### config.mk
export PLATFORM = sky130hd
export DESIGN_NAME = sreg_jk_top
export DESIGN_NICKNAME = d
export VERILOG_FILES = /design/src/rtl/sreg_pkg.sv /design/src/rtl/sreg_head.sv /design/src/rtl/sreg_next.sv /design/src/rtl/sreg_jk_top.sv
export SDC_FILE = /design/constraint.sdc
export NUM_CORES = 1
export LEC_CHECK = 0
export BUFFER_PORTS_ARGS = -buffer_cell sky130_fd_sc_hd__buf_4
export CAP_MARGIN = 20
export CORE_AREA = 2 2 39 41
export CTS_CLUSTER_DIAMETER = 30
export DETAILED_ROUTE_END_ITERATION = 7
export DIE_AREA = 0 0 41 43
export GPL_ROUTABILITY_DRIVEN = 0
export PLACE_DENSITY = 0.35
export SLEW_MARGIN = 40
export SYNTH_ARGS = -nofsm -noshare
export SYNTH_HDL_FRONTEND = slang
export SYNTH_SLANG_ARGS = --single-unit
### constraint.sdc
create_clock -name clk -period 1.1 [get_ports clk]
set_input_delay 0.055 -clock clk [delete_from_list [all_inputs] [get_ports clk]]
set_output_delay 0.055 -clock clk [all_outputs]
set_load 0.005 [all_outputs]
### src/rtl/sreg_pkg.sv
`timescale 1ns/1ps
package sreg_pkg;

    typedef enum logic {
        MODE_LOAD  = 1'b0,
        MODE_SHIFT = 1'b1
    } mode_e;

    typedef struct packed {
        logic j;
        logic kb;
    } ser_pair_t;

    // Next value of the first stage during a shift.
    function automatic logic head_next(input ser_pair_t s, input logic cur);
        logic r;
        case ({s.j, s.kb})
            2'b00:   r = 1'b0;
            2'b11:   r = 1'b1;
            2'b01:   r = cur;
            default: r = ~cur;
        endcase
        return r;
    endfunction

endpackage

### src/rtl/sreg_head.sv
`timescale 1ns/1ps
module sreg_head
    import sreg_pkg::*;
(
    input  ser_pair_t ser,
    input  logic      cur,
    output logic      nxt
);
    always_comb nxt = head_next(ser, cur);
endmodule

### src/rtl/sreg_next.sv
`timescale 1ns/1ps
module sreg_next
    import sreg_pkg::*;
#(
    parameter int STAGES = 4
) (
    input  mode_e             mode,
    input  logic              head_bit,
    input  logic [STAGES-1:0] cur,
    input  logic [STAGES-1:0] par,
    output logic [STAGES-1:0] nxt
);
    logic [STAGES-1:0] shift_src;

    for (genvar i = 0; i < STAGES; i++) begin : g_stage
        if (i == 0) begin : g_first
            assign shift_src[i] = head_bit;
        end else begin : g_rest
            assign shift_src[i] = cur[i-1];
        end
        assign nxt[i] = (mode == MODE_SHIFT) ? shift_src[i] : par[i];
    end
endmodule

### src/rtl/sreg_jk_top.sv
`timescale 1ns/1ps
module sreg_jk_top
    import sreg_pkg::*;
#(
    parameter int STAGES = 4
) (
    input  logic              clk,
    input  logic              clr_n,
    input  logic              shift_ld,
    input  logic              ser_j,
    input  logic              ser_kb,
    input  logic [STAGES-1:0] par_d,
    output logic [STAGES-1:0] q,
    output logic              q_last_n
);
    localparam int LAST = STAGES - 1;

    mode_e             mode;
    ser_pair_t         ser;
    logic              head_bit;
    logic [STAGES-1:0] stage_q;
    logic [STAGES-1:0] stage_d;

    assign mode   = mode_e'(shift_ld);
    assign ser.j  = ser_j;
    assign ser.kb = ser_kb;

    sreg_head u_head (
        .ser (ser),
        .cur (stage_q[0]),
        .nxt (head_bit)
    );

    sreg_next #(.STAGES(STAGES)) u_next (
        .mode     (mode),
        .head_bit (head_bit),
        .cur      (stage_q),
        .par      (par_d),
        .nxt      (stage_d)
    );

    always_ff @(posedge clk or negedge clr_n) begin
        if (!clr_n) stage_q <= '0;
        else        stage_q <= stage_d;
    end

    assign q        = stage_q;
    assign q_last_n = ~stage_q[LAST];

    // an edge seen while clear is low finds the register empty
    p_clear_zero_r1: assert property (@(posedge clk) (clr_n === 1'b0) |-> (q == '0));

    // load mode captures the parallel word
    p_load_r2: assert property (@(posedge clk) disable iff (!clr_n)
        (shift_ld == 1'b0) |=> (q == $past(par_d)));

    // shift moves each stage one place up
    p_shift_r3: assert property (@(posedge clk) disable iff (!clr_n)
        (shift_ld == 1'b1) |=> (q[LAST:1] == $past(q[LAST-1:0])));

    // toggle and hold pairs on the first stage
    p_toggle_r4: assert property (@(posedge clk) disable iff (!clr_n)
        (shift_ld && ser_j && !ser_kb) |=> (q[0] != $past(q[0])));
    p_hold_r4: assert property (@(posedge clk) disable iff (!clr_n)
        (shift_ld && !ser_j && ser_kb) |=> (q[0] == $past(q[0])));
endmodule

# After elaboration in Yosys (flattened, before gate mapping)
# Index checks and enable logic that the tools add are counted.
dict set report op_classes {
  mux 5
  bitwise 2
  n_eq_ne 3
  n_reduce_logical 1
}
# cell n
set ops {}
lappend ops {{$mux W1} 4}
lappend ops {{$pmux W1 S3} 1}
lappend ops {{$eq A2 B1 Y1 const B} 1}
lappend ops {{$eq A2 B2 Y1 const B} 1}
lappend ops {{$logic_not A2 Y1} 1}
lappend ops {{$ne A2 B2 Y1 const B} 1}
lappend ops {{$not A1 Y1} 2}
dict set report word_totals {
  reg_bits 4
  input_bits 9
}

# Longest topological paths before layout
# Gate-level depths: netlist (run 1).
dict set report logic_depth {
  depth_word 3
  mapped_depth 5
  mapped_depth_nobuf 5
}

# By module
# From an unflattened synthesis (run 1), not the netlist that was laid out.
dict set report hier_totals {
  cells_unflattened 10
  hier_area_um2 163.9
}
# mod instances seq_area_each_um2 area_each_um2 cells_each
set modules_own_cells {}
lappend modules_own_cells {sreg_jk_top 1 100.1 103.8 5}
lappend modules_own_cells {sreg_next 1 0.0 45.0 4}
lappend modules_own_cells {sreg_head 1 0.0 15.0 1}

# Worst setup path before layout (run 1)
# No wires, ideal clock.
dict set report synth_timing {
  path_kind {in2reg}
  startpoint {input ser_j}
  endpoint {register stage_q[0], in the netlist q[0]}
  t_arrival_ns 0.775
  n_path_buf 0
  path_stages 5
  slack_ns 0.201
  setup_ns 0.124
  cell_sequence {inv_1 -> ha_1 -> a21o_1 -> a22oi_1 -> a21oi_1}
}
dict set report synth_via {
  elab_chain_cells 3
}
# element line_no
set synth_lines {}
lappend synth_lines {{start, declared} sreg_jk_top.sv:10} ;# input logic ser_j,
lappend synth_lines {{$eq A2 B1 Y1 (tied with other cells)} sreg_pkg.sv:17} ;# case ({s.j, s.kb})
lappend synth_lines {{$pmux W1 S3} sreg_pkg.sv:17}
lappend synth_lines {{$mux W1} sreg_next.sv:21} ;# assign nxt[i] = (mode == MODE_SHIFT) ? shift_src[i] : par[i];
lappend synth_lines {{end signal, assigned} sreg_jk_top.sv:44} ;# else stage_q <= stage_d;
lappend synth_lines {{end, declared} sreg_jk_top.sv:21} ;# logic [STAGES-1:0] stage_q;
# Parallel ways exist; a longest one is shown, timed or not.
# A chain may end at the register's enable or synchronous reset.

# Worst setup path after layout (run 1)
dict set report layout_timing {
  startpoint {register stage_q[0], in the netlist q[0]}
  endpoint {output q[0]}
}
# element line_no
set layout_lines {}
lappend layout_lines {{end, declared} sreg_jk_top.sv:13} ;# output logic [STAGES-1:0] q,
# No word-level cell between the ends.

==> results.md, run 1 <==
- Result of the run: complete, no violations
- Area enclosed by the die boundary: roughly 1800 um2
- Capture endpoint of the worst hold path: q[3]$_DFF_PN0_
- Post-layout utilization of the core: ~25%
- Total DRC errors in the routed layout: 0
- Highest fanout seen on the critical path: 4
- Count of warnings emitted by yosys: 0
- Remaining antenna violation count after routing: 0
- Gate family responsible for the most delay along the worst path: flip-flops
- Final cell count without fillers: 50
- Root buffer cell: sky130_fd_sc_hd__clkbuf_4
- FF+latch area: ~100 um2
- Count of different cell masters after synthesis: 10
- Total of flip-flops plus latches after synthesis: 4
- Post-Syn Area per Cell: ~12 um2
- End of the worst register-to-register path: q[1]$_DFF_PN0_
- Number of cell rows: 14
- Post-cts repair resize count: 0
- Area delta synth->final: 68.7%
- Port buffer count: 13
- Hold Fails Final Rpt: 0
- Final WL: 452 um
- Final worst path period need: approximately 0.84 ns
- Worst Tran Pin Value: 0.162 ns
- Synthesized net count: 29
- Layout Skew: about 0.00097 ns
- Arrival time at the worst endpoint: 0.78 ns
- Class of the most critical setup path: flip-flop to output port
- Critical path required time: roughly 1.0 ns
- Final sum of negative setup slack: 0 ns
- Initial detailed-routing violation count: 6
- CTS buffer count: 3
- Setup repair after global routing missed its margin: false
- Share of final-layout standard cells stronger than drive strength 1: a little under half
- Total routing usage reported by global routing: a little over 7%
- Power density over cell area: roughly 1300 nW/um2
- Starting density of the core: between 10% and 20%
- Launching point of the worst reg2reg path: q[0]$_DFFE_PN0P_
- Number of buffers inserted by hold repair at cts: 1
- Antenna Cells: 0
- Area occupied by multi-input gates: approximately 90 um2
- Post-CTS setup buffer count: 0
- Final count of pins violating max slew: 0
- Cell with the largest stage delay on the worst path: sky130_fd_sc_hd__dfrtp_1
- Final critical-path share of the clock period: between 70% and 80%
- Final-layout fill cell count: between 150 and 200
- Number of antenna violations at the first check in global routing: 0
- Sequential cell area fraction in the yosys report: between 40% and 50%
- Number of top-level pins: 14
- Net total in the final layout: 47
- Hold path depth: 2
- Wire length of the first global-routing pass: a little over 800 um
- CP Cell Sequence: buf_4
- Largest buffer count on any clock path: 2
- Placed Cells incl. Taps: 46
- Worst Setup Start Kind: flip-flop
- Class of the tightest hold or removal check: primary input to flip-flop
- Flip-flop count of the largest register, all copies and words added: 4
- Via count of the first global-routing pass: between 150 and 200
- Max-cap violations: 0
- Level count of the clock H-tree: 1
- Maximum single-stage delay on the critical path: roughly 0.4 ns
- Router iterations before antenna repair: 4
- Worst Reg2Reg Path Length in Cells: 1
- Largest vdd supply drop: roughly 440 uV
- Num Clock Sinks: 4
- Largest net degree at the start of global routing: 6
- Clock-pin transition on the worst setup and hold timing paths: approximately 0.040 ns
- Routed vias/inst: 3.76
- Rel. slew slack: 89.2%
- Placeable core region: 1380 um2
- Fmax: approximately 1200 MHz
- Clock latency reported for the late side of the worst-skew pair: about 0.23 ns
- Synth Instances: 18
- Routed vias: 188
- WL per Instance: 9.04 um
- Cell leakage power: approximately 0.18 nW
- Synth Cell Area: between 200 and 250 um2
- Type of destination of the critical path: output port
- Setup-failing EPs final: 0
- Total buffers and inverters traversed by the critical path: 1
- Critical path depth: 1
- Total gr overflow: 0
- Startpoint of the lowest-slack hold path: par_d[3]
- Vert. Die Dim: between 40 and 50 um
- Flop-to-flop setup slack: ~0.28 ns
- CTS tree: yes
- Die boundary width: between 40 and 50 um
- Worst hold margin: around 0.038 ns
==> cell usage after synthesis <==
library cell	n	share of area, %
sky130_fd_sc_hd__dfrtp_1	4	48
sky130_fd_sc_hd__inv_1	2	3.6
sky130_fd_sc_hd__a21o_1	1	3.6
sky130_fd_sc_hd__a22oi_1	1	3.6
sky130_fd_sc_hd__mux2_1	3	16
sky130_fd_sc_hd__nand2b_1	1	3.0
sky130_fd_sc_hd__buf_4	1	3.6
sky130_fd_sc_hd__ha_1	2	12
sky130_fd_sc_hd__nor2_1	2	3.6
sky130_fd_sc_hd__a21oi_1	1	2.4
==> metal layers <==
metal  GRT usage, %  routed length [um]
met1           7.17                 179
met2           10.0                 254
met3           3.14                  19
met4           8.00                   0
met5              0                   0
==> kinds of logic after synthesis <==
logic type	Yosys count	synth area share (%)
fa+ha+maj	2	12.0
buf+inv	3	7.23
simple gates	3	6.63
mux	3	16.3
compound gates	3	9.64
flops	4	48.2
==> per-stage QoR <==
| step | total power [mW] | instance area, um2 | setup WS [ns] |
|---|---|---|---|
| after floorplan | 0.212 | 208 | 0.201 |
| after global placement | 0.269 | 318 | 0.0565 |
| after detailed placement | 0.270 | 318 | 0.0508 |
| after CTS | 0.465 | 350 | 0.247 |
| after global routing | 0.494 | 350 | 0.203 |
| final | 0.448 | 350 | 0.263 |
==> cells in the final DEF (no fill, tap or decap), drive strengths merged <==
cell	netlist	final
a21oi	1	1
nor2	2	2
dfrtp	4	4
nand2b	1	1
dlygate4sd3	0	1
a22oi	1	1
clkbuf	0	3
mux2	3	3
ha	2	2
buf	1	13
inv	2	2
a21o	1	1
==> report_power, final <==
group / total, mW / internal, mW / switching [mW] / leakage (nW)
Sequential: 0.174 / 0.164 / 0.0103 / 0.0465
Clock: 0.179 / 0.122 / 0.0567 / 0.0138
Combinational: 0.0953 / 0.0624 / 0.0330 / 0.124
Total: 0.448 / 0.348 / 0.0999 / 0.184
==> how the worst max path moves through the flow <==
| stage | from | endpoint | slack (ns) |
|---|---|---|---|
| 2_1_floorplan | ser_j | q[0]$_DFFE_PN0P_ | 0.20 |
| 3_3_place_gp | ser_j | q[0]$_DFFE_PN0P_ | 0.06 |
| 3_5_place_dp | ser_j | q[0]$_DFFE_PN0P_ | 0.05 |
| 4_1_cts | q[0]$_DFFE_PN0P_ | q[0] | 0.25 |
| 5_1_grt | q[0]$_DFFE_PN0P_ | q[0]$_DFFE_PN0P_ | 0.20 |
| 6_report | q[0]$_DFFE_PN0P_ | q[0] | 0.26 |
==> layout make-up <==
| class | instances | share of cell area (%) |
|---|---|---|
| sequential | 4 | 28.6 |
| tap | 16 | 5.71 |
| clock buffer | 3 | 6.43 |
| inverter | 2 | 2.14 |
| timing repair buffer | 14 | 30.7 |
| multi-input combinational | 11 | 26.4 |
Power figures use the tool's default switching activity.
==> run 2, diff against run 1 <==
- clock period: 1.1 -> 0.82 ns (I/O delays scaled with it)
==> run 2 against run 1 <==
Effect of this change: the flow now finishes with violations (negative setup slack); via count down 2.7%; total power up 40%; critical path depth up 1; flip-flop and latch count unchanged; clock power up 32%; sequential share of layout area down 2.3 points; core utilization up 2.3 points; global-route usage down 0.31 points; die area unchanged; first-iteration DRC count down 100%; critical endpoint unchanged; largest cell class unchanged; highest routed layer unchanged.
==> results.md, run 2 (synthesized netlist as in run 1, its figures left out) <==
- Initial detailed-routing violation count: 0
- Highest-count cells in the layout ignoring fill and taps: sky130_fd_sc_hd__buf_4 (11), sky130_fd_sc_hd__dfrtp_1 (4), sky130_fd_sc_hd__mux2_1 (3), sky130_fd_sc_hd__clkbuf_4 (3), sky130_fd_sc_hd__buf_6 (3)
- WL per Instance: approximately 9.2 um
- Most common library cell in the layout ignoring fill and taps: sky130_fd_sc_hd__buf_4
- Power density over cell area: 1640 nW/um2
- Final worst path period need: 0.911 ns
- Clock-pin transition on the worst setup and hold timing paths: approximately 0.040 ns
- Die boundary width: 41 um
- Cell leakage power: 0.191 nW
- Number of top-level pins: 14
- Hold Fails Final Rpt: 0
- Critical path required time: 0.78 ns
- Layout Skew: ~0.0024 ns
- Rel. slew slack: between 80% and 90%
- Largest vdd supply drop: between 400 and 500 uV
- Highest fanout seen on the critical path: 4
- Routed vias/inst: ~3.6
- Vert. Die Dim: roughly 43 um
- Post-CTS setup buffer count: 0
- Port buffer count: 13
- Wire length of the first global-routing pass: between 700 and 800 um
- Via count of the first global-routing pass: between 200 and 250
- Max-cap violations: 0
- Number of cell rows: 14
- Num Clock Sinks: 4
- Area enclosed by the die boundary: roughly 1800 um2
- Arrival time at the worst endpoint: ~0.87 ns
- Class of the most critical setup path: flip-flop to output port
- Class of the tightest hold or removal check: primary input to flip-flop
- Fmax: 1100 MHz
- Final critical-path share of the clock period: 111%
- Failing checks: negative setup slack
- Launching point of the worst reg2reg path: q[0]$_DFFE_PN0P_
- Worst Tran Pin Value: approximately 0.18 ns
- Level count of the clock H-tree: 1
- Setup repair after global routing missed its margin: true
- Clock latency reported for the late side of the worst-skew pair: between 0.2 and 0.25 ns
- Starting density of the core: around 15%
- Placeable core region: about 1400 um2
- Worst Setup Start Kind: flip-flop
- PnR Total Power: roughly 630 uW
- Startpoint of the lowest-slack hold path: par_d[1]
- CTS tree: yes
- Router iterations before antenna repair: 1
- Fin worst setup slack: -0.0907 ns
- Final cell count without fillers: 51
- Flip-flop count of the largest register, all copies and words added: 4
- Type of destination of the critical path: output port
- Share of final-layout standard cells stronger than drive strength 1: between 50% and 60%
- Root buffer cell: sky130_fd_sc_hd__clkbuf_4
- Number of antenna violations at the first check in global routing: 0
- Largest net degree at the start of global routing: 6
- Total DRC errors in the routed layout: 0
- Net total in the final layout: between 40 and 50
- Total gr overflow: 0
- Antenna Cells: 0
- Total routing usage reported by global routing: approximately 6.9%
- Result of the run: finished, violations left
- Area delta synth->final: 83.7%
- Final count of pins violating max slew: 0
- Largest buffer count on any clock path: 2
- Placed Cells incl. Taps: 47
- Remaining antenna violation count after routing: 0
- Routed vias: ~180
- Final WL: about 470 um
- CTS buffer count: 3
- Setup-failing EPs final: 3
- Worst setup path startpoint: q[0]$_DFFE_PN0P_
-- run 2: changes by cell type in the layout (fill, tap and decap cells not counted) --
cell / change
sky130_fd_sc_hd__ha_4: +1
sky130_fd_sc_hd__inv_2: +2
sky130_fd_sc_hd__inv_1: -2
sky130_fd_sc_hd__buf_4: -2
sky130_fd_sc_hd__ha_1: -1
sky130_fd_sc_hd__buf_6: +3
-- run 2: final cells by class --
cell class | count | area (um2)
Fill cell | 150 | 1000
Clock buffer | 3 | 22.5
Multi-Input combinational cell | 11 | 105
Inverter | 2 | 7.51
Sequential cell | 4 | 100
Tap cell | 16 | 20.0
Timing Repair Buffer | 15 | 126
-- run 2: report_power, final --
group | total (mW) | switching (mW) | internal, mW | leakage, nW
combinational | 0.153 | 0.0492 | 0.104 | 0.131
clock | 0.237 | 0.0739 | 0.163 | 0.0138
sequential | 0.236 | 0.0162 | 0.220 | 0.0465
-- run 2: worst max-delay path, cell delays in order, from the launching register on --
cell                      delay (ns)
sky130_fd_sc_hd__dfrtp_1        0.41
sky130_fd_sc_hd__buf_6          0.13
sky130_fd_sc_hd__buf_6          0.10
-- run 2: final timing paths --
kind,end,slack [ns],cells after the start
hold reg to reg,q[2]$_DFF_PN0_,0.50,1
setup reg to reg,q[0]$_DFFE_PN0P_,-0.02,2
max in group asynchronous,q[3]$_DFF_PN0_,0.57,2
hold / removal,q[1]$_DFF_PN0_,0.02,2
min in group asynchronous,q[2]$_DFF_PN0_,0.15,2
setup / recovery,q[0],-0.09,2
-- run 2: what timing repair did --
item	4_1_cts	5_1_grt
endpoints found under the setup margin	3	4
resized for setup	2	2
pin swaps	1	2
hold buffers	1	0
endpoints found under the hold margin	4	0
-- run 2: per-layer routing --
metal | vias to the layer above | wire (um) | global-route usage, %
met5 | - | 0 | 0
met4 | 0 | 0 | 8.00
met3 | 0 | 47 | 1.57
met2 | 13 | 222 | 10.0
met1 | 77 | 197 | 7.14
li1 | 93 | - | -
-- run 2: per-stage QoR --
stage	setup slack [ns]	setup TNS, ns	hold slack, ns	instance area (um2)	utilization (%)
2_1_floorplan	0.0371	0	-0.255	220	-
3_3_place_gp	-0.117	-0.119	-0.161	338	24.4
3_5_place_dp	-0.145	-0.148	-0.161	338	24.4
4_1_cts	-0.109	-0.159	0.0159	378	27.3
5_1_grt	-0.127	-0.237	0.0262	382	27.6
6_report	-0.0907	-0.117	0.0229	382	27.6
